File: src/rtl/mlane_pkg.sv
package mlane_pkg;

    typedef enum logic [2:0] {
        K_DOUT = 3'd0,
        K_DIO  = 3'd1,
        K_QOUT = 3'd2,
        K_QIO  = 3'd3,
        K_OCTW = 3'd4
    } kind_e;

    typedef enum logic [2:0] {
        PH_IDLE,
        PH_CMD,
        PH_ADDR,
        PH_MODE,
        PH_DUMMY,
        PH_DATA,
        PH_GAP
    } phase_e;

    function automatic logic f_kind_ok(input logic [2:0] k);
        return k <= 3'd4;
    endfunction

    function automatic logic [7:0] f_opcode(input logic [2:0] k);
        case (k)
            K_DOUT:  return 8'h3B;
            K_DIO:   return 8'hBB;
            K_QOUT:  return 8'h6B;
            K_QIO:   return 8'hEB;
            K_OCTW:  return 8'hE3;
            default: return 8'h00;
        endcase
    endfunction

    // lanes used for address and mode
    function automatic logic [2:0] f_alanes(input logic [2:0] k);
        case (k)
            K_DIO:         return 3'd2;
            K_QIO, K_OCTW: return 3'd4;
            default:       return 3'd1;
        endcase
    endfunction

    // lanes used for returned data
    function automatic logic [2:0] f_dlanes(input logic [2:0] k);
        case (k)
            K_DOUT, K_DIO: return 3'd2;
            default:       return 3'd4;
        endcase
    endfunction

    function automatic logic f_has_mode(input logic [2:0] k);
        return (k == K_DIO) || (k == K_QIO) || (k == K_OCTW);
    endfunction

    // don't-care serial clocks before data
    function automatic logic [3:0] f_dummy(input logic [2:0] k);
        case (k)
            K_DOUT, K_QOUT: return 4'd8;
            K_QIO:          return 4'd4;
            default:        return 4'd0;
        endcase
    endfunction

endpackage

File: src/rtl/mlane_tx.sv
module mlane_tx
    import mlane_pkg::*;
(
    input  phase_e     ph,
    input  logic [2:0] alanes,
    input  logic [3:0] top_bits,
    output logic [3:0] io_out,
    output logic [3:0] io_oe,
    output logic [2:0] lanes
);

    always_comb begin
        io_out = 4'b0000;
        io_oe  = 4'b0000;
        lanes  = 3'd1;
        case (ph)
            PH_CMD: begin
                io_oe  = 4'b0001;
                io_out = {3'b000, top_bits[3]};
            end
            PH_ADDR, PH_MODE: begin
                lanes = alanes;
                case (alanes)
                    3'd2: begin
                        io_oe  = 4'b0011;
                        io_out = {2'b00, top_bits[3:2]};
                    end
                    3'd4: begin
                        io_oe  = 4'b1111;
                        io_out = top_bits;
                    end
                    default: begin
                        io_oe  = 4'b0001;
                        io_out = {3'b000, top_bits[3]};
                    end
                endcase
            end
            default: begin
                io_oe  = 4'b0000;
                io_out = 4'b0000;
            end
        endcase
    end

endmodule

File: src/rtl/mlane_rx.sv
module mlane_rx
    import mlane_pkg::*;
(
    input  logic       clk,
    input  logic       rst_n,
    input  logic       cap,
    input  logic       last,
    input  logic [2:0] lanes,
    input  logic [3:0] io_in,
    input  logic       rd_ready,
    output logic       rd_valid,
    output logic [7:0] rd_data
);

    typedef struct packed {
        logic [7:0] acc;
        logic [7:0] hold;
        logic       vld;
    } rx_t;

    rx_t        r_q, r_d;
    logic [7:0] acc_nx;

    always_comb begin
        acc_nx = (lanes == 3'd4) ? {r_q.acc[3:0], io_in}
                                 : {r_q.acc[5:0], io_in[1:0]};
        r_d = r_q;
        if (r_q.vld && rd_ready) begin
            r_d.vld = 1'b0;
        end
        if (cap) begin
            r_d.acc = acc_nx;
            if (last) begin
                r_d.hold = acc_nx;
                r_d.vld  = 1'b1;
            end
        end
    end

    always_ff @(posedge clk or negedge rst_n) begin
        if (!rst_n) begin
            r_q <= '0;
        end else begin
            r_q <= r_d;
        end
    end

    assign rd_valid = r_q.vld;
    assign rd_data  = r_q.hold;

    AST_HOLD_STABLE: assert property (@(posedge clk) disable iff (!rst_n)
        (rd_valid && !rd_ready) |=> (rd_valid && $stable(rd_data)));

    AST_NO_OVERRUN: assert property (@(posedge clk) disable iff (!rst_n)
        (cap && last) |-> !(rd_valid && !rd_ready));

endmodule

File: src/rtl/mlane_read_seq.sv
module mlane_read_seq
    import mlane_pkg::*;
#(
    parameter int ADDR_W  = 24,
    parameter int LEN_W   = 16,
    parameter int GAP_CYC = 2
) (
    input  logic              clk,
    input  logic              rst_n,
    input  logic              req_valid,
    output logic              req_ready,
    input  logic [2:0]        req_kind,
    input  logic [ADDR_W-1:0] req_addr,
    input  logic [7:0]        req_mode,
    input  logic [LEN_W-1:0]  req_len,
    output logic              req_err,
    output logic              spi_cs_n,
    output logic              spi_sck,
    output logic [3:0]        io_out,
    output logic [3:0]        io_oe,
    input  logic [3:0]        io_in,
    output logic              rd_valid,
    input  logic              rd_ready,
    output logic [7:0]        rd_data
);

    localparam int SH_W  = 8 + ADDR_W + 8;
    localparam int CNT_W = $clog2(ADDR_W + 1) + 1;
    localparam logic [CNT_W-1:0] CMD_LAST = CNT_W'(7);
    localparam logic [CNT_W-1:0] GAP_LAST = CNT_W'(GAP_CYC - 1);

    typedef struct packed {
        phase_e            ph;
        logic              sck;
        logic [SH_W-1:0]   sh;
        logic [CNT_W-1:0]  cnt;
        logic [2:0]        kind;
        logic [LEN_W-1:0]  left;
        logic              err;
    } seq_t;

    seq_t s_q, s_d;

    logic [2:0]       alanes, dlanes, lanes;
    logic [3:0]       dummy;
    logic             has_mode, req_bad, active, cap, last, stall;
    logic [CNT_W-1:0] addr_last, mode_last, data_last;
    phase_e           ph_after_mode, ph_after_addr;
    logic [CNT_W-1:0] cnt_after_mode, cnt_after_addr;

    assign alanes   = f_alanes(s_q.kind);
    assign dlanes   = f_dlanes(s_q.kind);
    assign dummy    = f_dummy(s_q.kind);
    assign has_mode = f_has_mode(s_q.kind);

    assign req_bad = !f_kind_ok(req_kind) || (req_len == '0) ||
                     ((req_kind == K_OCTW) && (req_addr[3:0] != 4'h0));

    assign active = (s_q.ph == PH_CMD) || (s_q.ph == PH_ADDR) ||
                    (s_q.ph == PH_MODE) || (s_q.ph == PH_DUMMY) ||
                    (s_q.ph == PH_DATA);

    assign cap   = (s_q.ph == PH_DATA) && s_q.sck;
    assign last  = (s_q.cnt == '0);
    assign stall = (s_q.ph == PH_DATA) && !s_q.sck && (s_q.cnt == '0) &&
                   rd_valid && !rd_ready;

    // beat counts (minus one) per phase for the selected variant
    always_comb begin
        case (alanes)
            3'd2:    begin addr_last = CNT_W'(ADDR_W / 2 - 1); mode_last = CNT_W'(3); end
            3'd4:    begin addr_last = CNT_W'(ADDR_W / 4 - 1); mode_last = CNT_W'(1); end
            default: begin addr_last = CNT_W'(ADDR_W - 1);     mode_last = CNT_W'(7); end
        endcase
        data_last = (dlanes == 3'd4) ? CNT_W'(1) : CNT_W'(3);

        if (dummy != 4'd0) begin
            ph_after_mode  = PH_DUMMY;
            cnt_after_mode = CNT_W'(dummy) - CNT_W'(1);
        end else begin
            ph_after_mode  = PH_DATA;
            cnt_after_mode = data_last;
        end
        if (has_mode) begin
            ph_after_addr  = PH_MODE;
            cnt_after_addr = mode_last;
        end else begin
            ph_after_addr  = ph_after_mode;
            cnt_after_addr = cnt_after_mode;
        end
    end

    always_comb begin
        s_d     = s_q;
        s_d.err = 1'b0;
        case (s_q.ph)
            PH_IDLE: begin
                s_d.sck = 1'b0;
                if (req_valid) begin
                    if (req_bad) begin
                        s_d.err = 1'b1;
                    end else begin
                        s_d.ph   = PH_CMD;
                        s_d.cnt  = CMD_LAST;
                        s_d.sh   = {f_opcode(req_kind), req_addr, req_mode};
                        s_d.kind = req_kind;
                        s_d.left = req_len;
                    end
                end
            end
            PH_GAP: begin
                s_d.sck = 1'b0;
                if (s_q.cnt == '0) begin
                    s_d.ph = PH_IDLE;
                end else begin
                    s_d.cnt = s_q.cnt - CNT_W'(1);
                end
            end
            default: begin
                if (!s_q.sck) begin
                    if (!stall) begin
                        s_d.sck = 1'b1;
                    end
                end else begin
                    s_d.sck = 1'b0;
                    if ((s_q.ph == PH_CMD) || (s_q.ph == PH_ADDR) || (s_q.ph == PH_MODE)) begin
                        s_d.sh = s_q.sh << lanes;
                    end
                    if (s_q.cnt != '0) begin
                        s_d.cnt = s_q.cnt - CNT_W'(1);
                    end else begin
                        case (s_q.ph)
                            PH_CMD: begin
                                s_d.ph  = PH_ADDR;
                                s_d.cnt = addr_last;
                            end
                            PH_ADDR: begin
                                s_d.ph  = ph_after_addr;
                                s_d.cnt = cnt_after_addr;
                            end
                            PH_MODE: begin
                                s_d.ph  = ph_after_mode;
                                s_d.cnt = cnt_after_mode;
                            end
                            PH_DUMMY: begin
                                s_d.ph  = PH_DATA;
                                s_d.cnt = data_last;
                            end
                            default: begin
                                s_d.left = s_q.left - LEN_W'(1);
                                if (s_q.left == LEN_W'(1)) begin
                                    s_d.ph  = PH_GAP;
                                    s_d.cnt = GAP_LAST;
                                end else begin
                                    s_d.cnt = data_last;
                                end
                            end
                        endcase
                    end
                end
            end
        endcase
    end

    always_ff @(posedge clk or negedge rst_n) begin
        if (!rst_n) begin
            s_q      <= '0;
            s_q.ph   <= PH_IDLE;
        end else begin
            s_q <= s_d;
        end
    end

    mlane_tx u_tx (
        .ph       (s_q.ph),
        .alanes   (alanes),
        .top_bits (s_q.sh[SH_W-1 -: 4]),
        .io_out   (io_out),
        .io_oe    (io_oe),
        .lanes    (lanes)
    );

    mlane_rx u_rx (
        .clk      (clk),
        .rst_n    (rst_n),
        .cap      (cap),
        .last     (last),
        .lanes    (dlanes),
        .io_in    (io_in),
        .rd_ready (rd_ready),
        .rd_valid (rd_valid),
        .rd_data  (rd_data)
    );

    assign req_ready = (s_q.ph == PH_IDLE);
    assign req_err   = s_q.err;
    assign spi_cs_n  = !active;
    assign spi_sck   = s_q.sck;

    AST_CS_GAP: assert property (@(posedge clk) disable iff (!rst_n)
        $rose(spi_cs_n) |=> spi_cs_n);

    AST_ERR_QUIET: assert property (@(posedge clk) disable iff (!rst_n)
        req_err |-> (spi_cs_n && !spi_sck));

    AST_RELEASE: assert property (@(posedge clk) disable iff (!rst_n)
        cap |-> (io_oe == 4'b0000));

    AST_OPCODE_LANE: assert property (@(posedge clk) disable iff (!rst_n)
        (s_q.ph == PH_CMD) |-> (io_oe == 4'b0001));

endmodule

File: config.mk
export PLATFORM = sky130hd
export DESIGN_NAME = mlane_read_seq
export DESIGN_NICKNAME = d
export VERILOG_FILES = /design/src/rtl/mlane_pkg.sv /design/src/rtl/mlane_tx.sv /design/src/rtl/mlane_rx.sv /design/src/rtl/mlane_read_seq.sv
export SDC_FILE = /design/constraint.sdc
export NUM_CORES = 1
export LEC_CHECK = 0
export ABC_AREA = 1
export BUFFER_PORTS_ARGS = -buffer_cell sky130_fd_sc_hd__buf_2
export CELL_PAD_IN_SITES_DETAIL_PLACEMENT = 0
export CELL_PAD_IN_SITES_GLOBAL_PLACEMENT = 1
export CORE_MARGIN = 10
export CORE_UTILIZATION = 41
export DETAILED_ROUTE_END_ITERATION = 8
export GPL_ROUTABILITY_DRIVEN = 0
export MAX_ROUTING_LAYER = met4
export PLACE_DENSITY_LB_ADDON = 0.1
export SYNTH_ARGS = -nofsm -noshare
export SYNTH_HDL_FRONTEND = slang
export SYNTH_SLANG_ARGS = --single-unit
export TNS_END_PERCENT = 1
File: constraint.sdc
create_clock -name clk -period 2.55 [get_ports clk]
set_input_delay 0.255 -clock clk [delete_from_list [all_inputs] [get_ports clk]]
set_output_delay 0.255 -clock clk [all_outputs]
set_load 0.02 [all_outputs]
==> flow_summary.ini, run 1 <==
[critical_path]
critPathKind = reg -> out
crit-reg2reg-launch = s_q[18]$_DFFE_PN0P_
arrival_ps = 2160
cp-start-kind = register
worstRegToRegCells = 12
regToRegSetupSlack_ps = 300
path_max_fanout = 6
endpoint_kind = output port
critPathRequiredTime_ps = 2300
r2r_end = s_q[64]$_DFFE_PN0P_

[synthesis]
synth_top_cell_by_area = dfrtp_1
async_flop_share_pct = 100
synth-edff-count = 0
synth_ff_type = dfrtp_1
synthAdderAreaFrac_pct = 1.65
synth_top_family_by_area = simple AND/OR/NAND/NOR gates
syn_avg_cell_area_um2 = 6.08
yosysSeqAreaShare_pct = 35.0
syn-num-nets = 1066
synth_most_common_cell = nand2_1
synth-simple-area-share_pct = 47.2
netlist_area_mm2 = 0.00608
synth_common_cells = nand2_1, nand3_1, dfrtp_1
ys_types = 32
synth_top_area_share_pct = 35.0
synthTopCellsByArea = dfrtp_1, nand2_1, nand3_1, nor2_1, o21ai_0
syn_inst = 999
yosysWarnings = 0
synthMuxAreaShare_pct = 0
yosys_register_bits = 85
synth_xor_area_share_pct = 1.30
synth-compound-area-share_pct = 7.02

[placement]
hpwl_mm = 12.9
pre_cts_slack_ps = 321
port_buffers = 79

[clock_network]
root_buffer = clkbuf_16
cts.clk_slew.worst_paths_ps = 70
cts_tree = built
cts_setup_buffers = 0
cts_max_level = 3
cts_buffers = 9
clkLatencyLatePin_ps = 350
cts_buffer_depth = 2
numClockSinks = 85

[global_routing]
track_usage_pct = 18.8
grt_pass1_vias = 6073
grt_max_degree = 43
overflow = 0
grt_pass1_wl_mm = 30.4
antenna_found_initial = 0

[floorplanning]
die_w_um = 142
initial_core_util_pct = 41.8
die_h_um = 142
coreArea_mm2 = 0.0145
io_pins = 80
num_rows = 44
die_area_mm2 = 0.0201

[hold_path]
hp-start = rd_ready
hold_class = in -> reg
worstHoldEndpoint = u_rx.rd_valid$_DFF_PN0_
holdPathStages = 2

[routing]
vias = 6286
detail_route.wl_per_cell_um = 14.5
viasPerCell = 5.02
final_antenna_net_count = 0
first_pass_iters = 5
remaining_drc_errors = 0
wl_mm = 18.2
drt_iter0_drc = 483

[sta]
worst-slew-pin-transition_ps = 503
rsz0062_at_grt = no
finalHoldViolCount = 0
clock.fmax_mhz = 414
finalCritPeriodShare_pct = 94.8
setup_viol = 0
report.final.slew_viol_count = 0
slew_headroom_pct = 66.3
fin_ws_ps = 133
fin_setup_tns_ps = 0
min_period_ps = 2420
finClkSkew_ps = 5.57

[pwr]
power_density_mw_per_mm2 = 1190
peakVddDrop_v = 0.000535
p_leak_nw = 3.76
total_power_mw = 8.30

[layout]
diodes = 0
area_growth_pct = 15.1
nets = 1130
drive_gt1_share_pct = 13.2

[job]
cap_violations = 0

[outcome]
outcome = complete, no violations
==> repair_timing <==
action,4_1_cts,5_1_grt
hold endpoints to repair,30,0
gates resized for setup,0,1
hold buffers,1,0
endpoints found under the setup margin,0,1
==> how the worst max path moves through the flow <==
stage | startpoint | endpoint | slack (ps) | cells after the start
floorplan | s_q[18]$_DFFE_PN0P_ | io_out[1] | 360 | 5
global placement | s_q[18]$_DFFE_PN0P_ | s_q[40]$_DFFE_PN0P_ | 320 | 11
detailed placement | s_q[19]$_DFFE_PN0P_ | s_q[64]$_DFFE_PN0P_ | 320 | 14
CTS | s_q[18]$_DFFE_PN0P_ | io_out[1] | 130 | 6
global route | s_q[19]$_DFFE_PN0P_ | s_q[56]$_DFFE_PN0P_ | 30 | 15
finish | s_q[18]$_DFFE_PN0P_ | io_out[1] | 130 | 6
==> cells in the final DEF (no fill, tap or decap), types with 2 or more instances in the layout <==
| cell | count |
|---|---|
| or2_2 | 2 |
| o31ai_1 | 4 |
| nand2_2 | 2 |
| a22oi_1 | 2 |
| ha_1 | 8 |
| inv_1 | 49 |
| nand3_1 | 86 |
| inv_6 | 2 |
| nor2_1 | 72 |
| inv_2 | 9 |
| nor2_2 | 6 |
| o22ai_1 | 2 |
| buf_12 | 4 |
| bufinv_16 | 2 |
| o21ai_0 | 37 |
| clkinvlp_4 | 2 |
| buf_4 | 18 |
| o21ai_1 | 11 |
| xnor2_1 | 4 |
| dfrtp_1 | 85 |
| a21oi_1 | 11 |
| buf_2 | 78 |
| nand3_2 | 3 |
| clkbuf_16 | 9 |
| nor2_4 | 2 |
| o211ai_1 | 7 |
| xor2_1 | 5 |
| nand4_1 | 2 |
| nor3_1 | 4 |
| nand2_1 | 533 |
==> worst max-delay path: stages (launching register included) <==
cell and delay, ps:
dfrtp_1 420, inv_1 120, nand3_1 260, ha_1 440
nor2_1 160, a21boi_0 210, buf_2 190
==> sequential cells by signal, indices dropped and copies added, names as in the netlist <==
signal         count
spi_sck            1
u_rx.rd_valid      1
req_err            1
u_rx.r_q           6
u_rx.rd_data       8
s_q               68
==> cells by family after synthesis <==
| group | count (synthesis) |
|---|---|
| and+or+nand+nor | 714 |
| buffers and inverters | 106 |
| DFF | 85 |
| AOI/OAI and AO/OA | 77 |
| xor gates and xnor gates | 9 |
| adders and majority gates | 8 |
==> metal layers <==
metal | share of wire, % | track usage, % | wire length (um) | vias up
li1 | - | - | - | 3244
met1 | 46 | 23.2 | 8320 | 2882
met2 | 49 | 30.9 | 8880 | 143
met3 | 4.4 | 3.67 | 800 | 17
met4 | 1.2 | 4.68 | 214 | 0
met5 | 0 | - | 0 | -
==> power by group <==
part / switching [mW] / internal [mW] / total [mW]
Clock: 0.619 / 0.865 / 1.48
Combinational: 2.99 / 1.48 / 4.48
Sequential: 0.489 / 1.85 / 2.34
Total: 4.10 / 4.20 / 8.30
==> cell type report <==
| cell class | count | area [um^2] |
|---|---|---|
| multi-input combinational | 808 | 3480 |
| tap | 184 | 230 |
| clock buffer | 9 | 225 |
| fill | 1627 | 7540 |
| timing repair buffer | 101 | 616 |
| clock inverter | 7 | 97.6 |
| inverter | 58 | 218 |
| sequential | 85 | 2130 |
==> metrics by stage <==
stage                     util (%)  cell area (um^2)  instances  hold slack (ps)
after floorplan                  -              6080        999            -40.6
after global placement        45.8              6660       1235              234
after detailed placement      45.8              6660       1235              238
after CTS                     48.1              6990       1252             74.0
after global routing          48.1              6990       1252             85.0
final                         48.1              6990       1252             93.6
No activity file was read; power rests on OpenSTA's default activity.
==> run 2: changes to the inputs <==
--- a/config.mk
+++ b/config.mk
@@ -10,12 +10,13 @@
 export CELL_PAD_IN_SITES_DETAIL_PLACEMENT = 0
 export CELL_PAD_IN_SITES_GLOBAL_PLACEMENT = 1
 export CORE_MARGIN = 10
-export CORE_UTILIZATION = 41
+export CORE_UTILIZATION = 42
 export DETAILED_ROUTE_END_ITERATION = 8
 export GPL_ROUTABILITY_DRIVEN = 0
 export MAX_ROUTING_LAYER = met4
 export PLACE_DENSITY_LB_ADDON = 0.1
 export SYNTH_ARGS = -nofsm -noshare
 export SYNTH_HDL_FRONTEND = slang
+export SYNTH_HIERARCHICAL = 1
 export SYNTH_SLANG_ARGS = --single-unit
 export TNS_END_PERCENT = 1
==> run 2 against run 1 <==
Wire length shrank 4.3%. Non-clock buffer count grew 12. Count of clock-buffer cells in the layout grew 2. Clock skew grew 3.0 ps. Final cell count shrank 4.6%. Hold slack gained 6.7 ps. Largest power group is now the clock network. Highest routed layer unchanged.
==> flow_summary.ini, run 2 <==
[routing]
detail_route.wl_per_cell_um = 14.6
final_antenna_net_count = 0
vias = 6001
remaining_drc_errors = 0
first_pass_iters = 5
viasPerCell = 5.02
wl_mm = 17.4
drt_iter0_drc = 304

[critical_path]
crit_start = s_q[19]$_DFFE_PN0P_
arrival_ps = 2600
cp-start-kind = register
critPathKind = reg -> reg
critPathRequiredTime_ps = 2770
endpoint_kind = register
crit-reg2reg-launch = s_q[19]$_DFFE_PN0P_
path_max_fanout = 26

[pwr]
total_power_mw = 3.21
power_density_mw_per_mm2 = 449
peakVddDrop_v = 0.000289
p_leak_nw = 3.42
comb_power_share_pct = 8.1
swShare_pct = 22.6
p_switching_mw = 0.724
internal-power_mw = 2.48
clkPwrFrac_pct = 48.4
seq_power_share_pct = 43.5

[clock_network]
cts.clk_slew.worst_paths_ps = 60
cts_buffer_depth = 2
cts_buffers = 9
cts_max_level = 3
cts_tree = built
clkLatencyLatePin_ps = 350
root_buffer = clkbuf_16
numClockSinks = 85

[floorplanning]
num_rows = 44
io_pins = 80
die_w_um = 141
initial_core_util_pct = 42.4
die_area_mm2 = 0.0198
die_h_um = 141
coreArea_mm2 = 0.0144

[global_routing]
grt_max_degree = 48
track_usage_pct = 18.1
grt_pass1_vias = 5876
grt_pass1_wl_mm = 29.2
overflow = 0
antenna_found_initial = 0

[synthesis]
syn_inst = 933
syn-num-nets = 998
synth_ff_type = dfrtp_1
yosys_register_bits = 85
syn_avg_cell_area_um2 = 6.56
synth_top_cell_by_area = dfrtp_1
synth_top_area_share_pct = 34.8
async_flop_share_pct = 100
synthTopCellsByArea = dfrtp_1, nand2_1, o21ai_0, nor2_1, nand3_1
synth-edff-count = 0
netlist_area_mm2 = 0.00612
yosysWarnings = 6
yosysSeqAreaShare_pct = 34.8
synth_most_common_cell = nand2_1
synth_common_cells = nand2_1, o21ai_0, nor2_1
ys_types = 40

[placement]
hpwl_mm = 13.1
pre_cts_slack_ps = 64.1
port_buffers = 79

[outcome]
outcome = complete, no violations

[layout]
diodes = 0
area_growth_pct = 16.8
final_cell_mix = nand2_1, nor2_1, dfrtp_1
nFillCells = 1571
top_register = s_q
finish.utilization_pct = 49.5
mostFrequentLayoutCell = nand2_1
nets = 1072
largest_register_ff_count = 68
drive_gt1_share_pct = 17.0

[sta]
slew_headroom_pct = 63.9
fin_ws_ps = 165
finClkSkew_ps = 8.61
setup_viol = 0
finalHoldViolCount = 0
min_period_ps = 2390
clock.fmax_mhz = 419
rsz0062_at_grt = yes
worst-slew-pin-transition_ps = 541
finalCritPeriodShare_pct = 93.5
report.final.slew_viol_count = 0
fin_setup_tns_ps = 0

[hold_path]
hp-start = rd_ready
hold_class = in -> reg

[job]
cap_violations = 0
==> run 2: power by group through the flow <==
stage                     registers [mW]  clock network [mW]  logic (mW)
after global routing                1.40                1.65       0.299
after global placement              1.42                   0       0.258
after floorplan                     1.41                   0       0.133
after CTS                           1.39                1.60       0.258
after detailed placement            1.42                   0       0.256
final                               1.39                1.55       0.260
==> run 2: cells by family after synthesis <==
| logic type | after synthesis | share of synthesized area (%) |
|---|---|---|
| compound gates | 181 | 16.4 |
| xor+xnor | 5 | 0.716 |
| fa+ha+maj | 6 | 1.23 |
| buf+inv | 140 | 10.8 |
| flops | 85 | 34.8 |
| mux | 5 | 0.818 |
| other cells | 1 | 0.0613 |
| simple gates | 510 | 35.3 |
==> run 2: worst paths after layout <==
check / to / slack (ps) / cells after the start
min: u_rx/rd_valid$_DFF_PN0_ / 100 / 2
max reg2reg: s_q[54]$_DFFE_PN0P_ / 160 / 14
min reg2reg: u_rx/rd_data[5]$_DFFE_PN0P_ / 480 / 2
max in group asynchronous: s_q[18]$_DFFE_PN0P_ / 1450 / 3
max: s_q[54]$_DFFE_PN0P_ / 160 / 14
min in group asynchronous: s_q[43]$_DFFE_PN0P_ / 430 / 2
==> run 2: layout make-up <==
class	count	area (um^2)	share of cell area, %
clock inverter	4	95.1	1.33
timing repair buffer	113	733	10.3
sequential	85	2130	29.8
multi-input combinational	708	3350	47.0
tap	184	230	3.22
clock buffer	11	253	3.54
inverter	90	347	4.85
==> run 2: what timing repair did <==
action | 4_1_cts | 5_1_grt
gates resized for setup | 0 | 38
hold buffers | 1 | 0
setup endpoints to repair | 0 | 43
setup buffers | 0 | 3
hold endpoints to repair | 38 | 0
==> run 2: stage by stage <==
| stage | instances | hold WS (ps) | instance area (um^2) |
|---|---|---|---|
| 6_report | 1195 | 100 | 7140 |
| 5_1_grt | 1195 | 102 | 7140 |
| 4_1_cts | 1192 | 82.4 | 7050 |
| 3_5_place_dp | 1176 | 281 | 6690 |
| 3_3_place_gp | 1176 | 273 | 6690 |
| 2_1_floorplan | 933 | -40.6 | 6120 |
==> run 2: metal layers <==
metal  part of all wire, %  GRT usage, %
met2                    46          28.2
met1                    49          23.6
met5                     0             -
met3                   4.1          4.23
met4                  0.96          3.53
==> run 2: critical path, cell delays in order, from the launching register on <==
cell and delay [ps]:
dfrtp_1 390, buf_4 150, nand2_1 80, nand2_1 80, inv_1 110, ha_2 230, inv_1 100, nand2_2 130
buf_8 190, o21ai_0 130, or2_2 280, o21ai_0 120, o22ai_1 100, nand2_1 70, o211ai_1 80
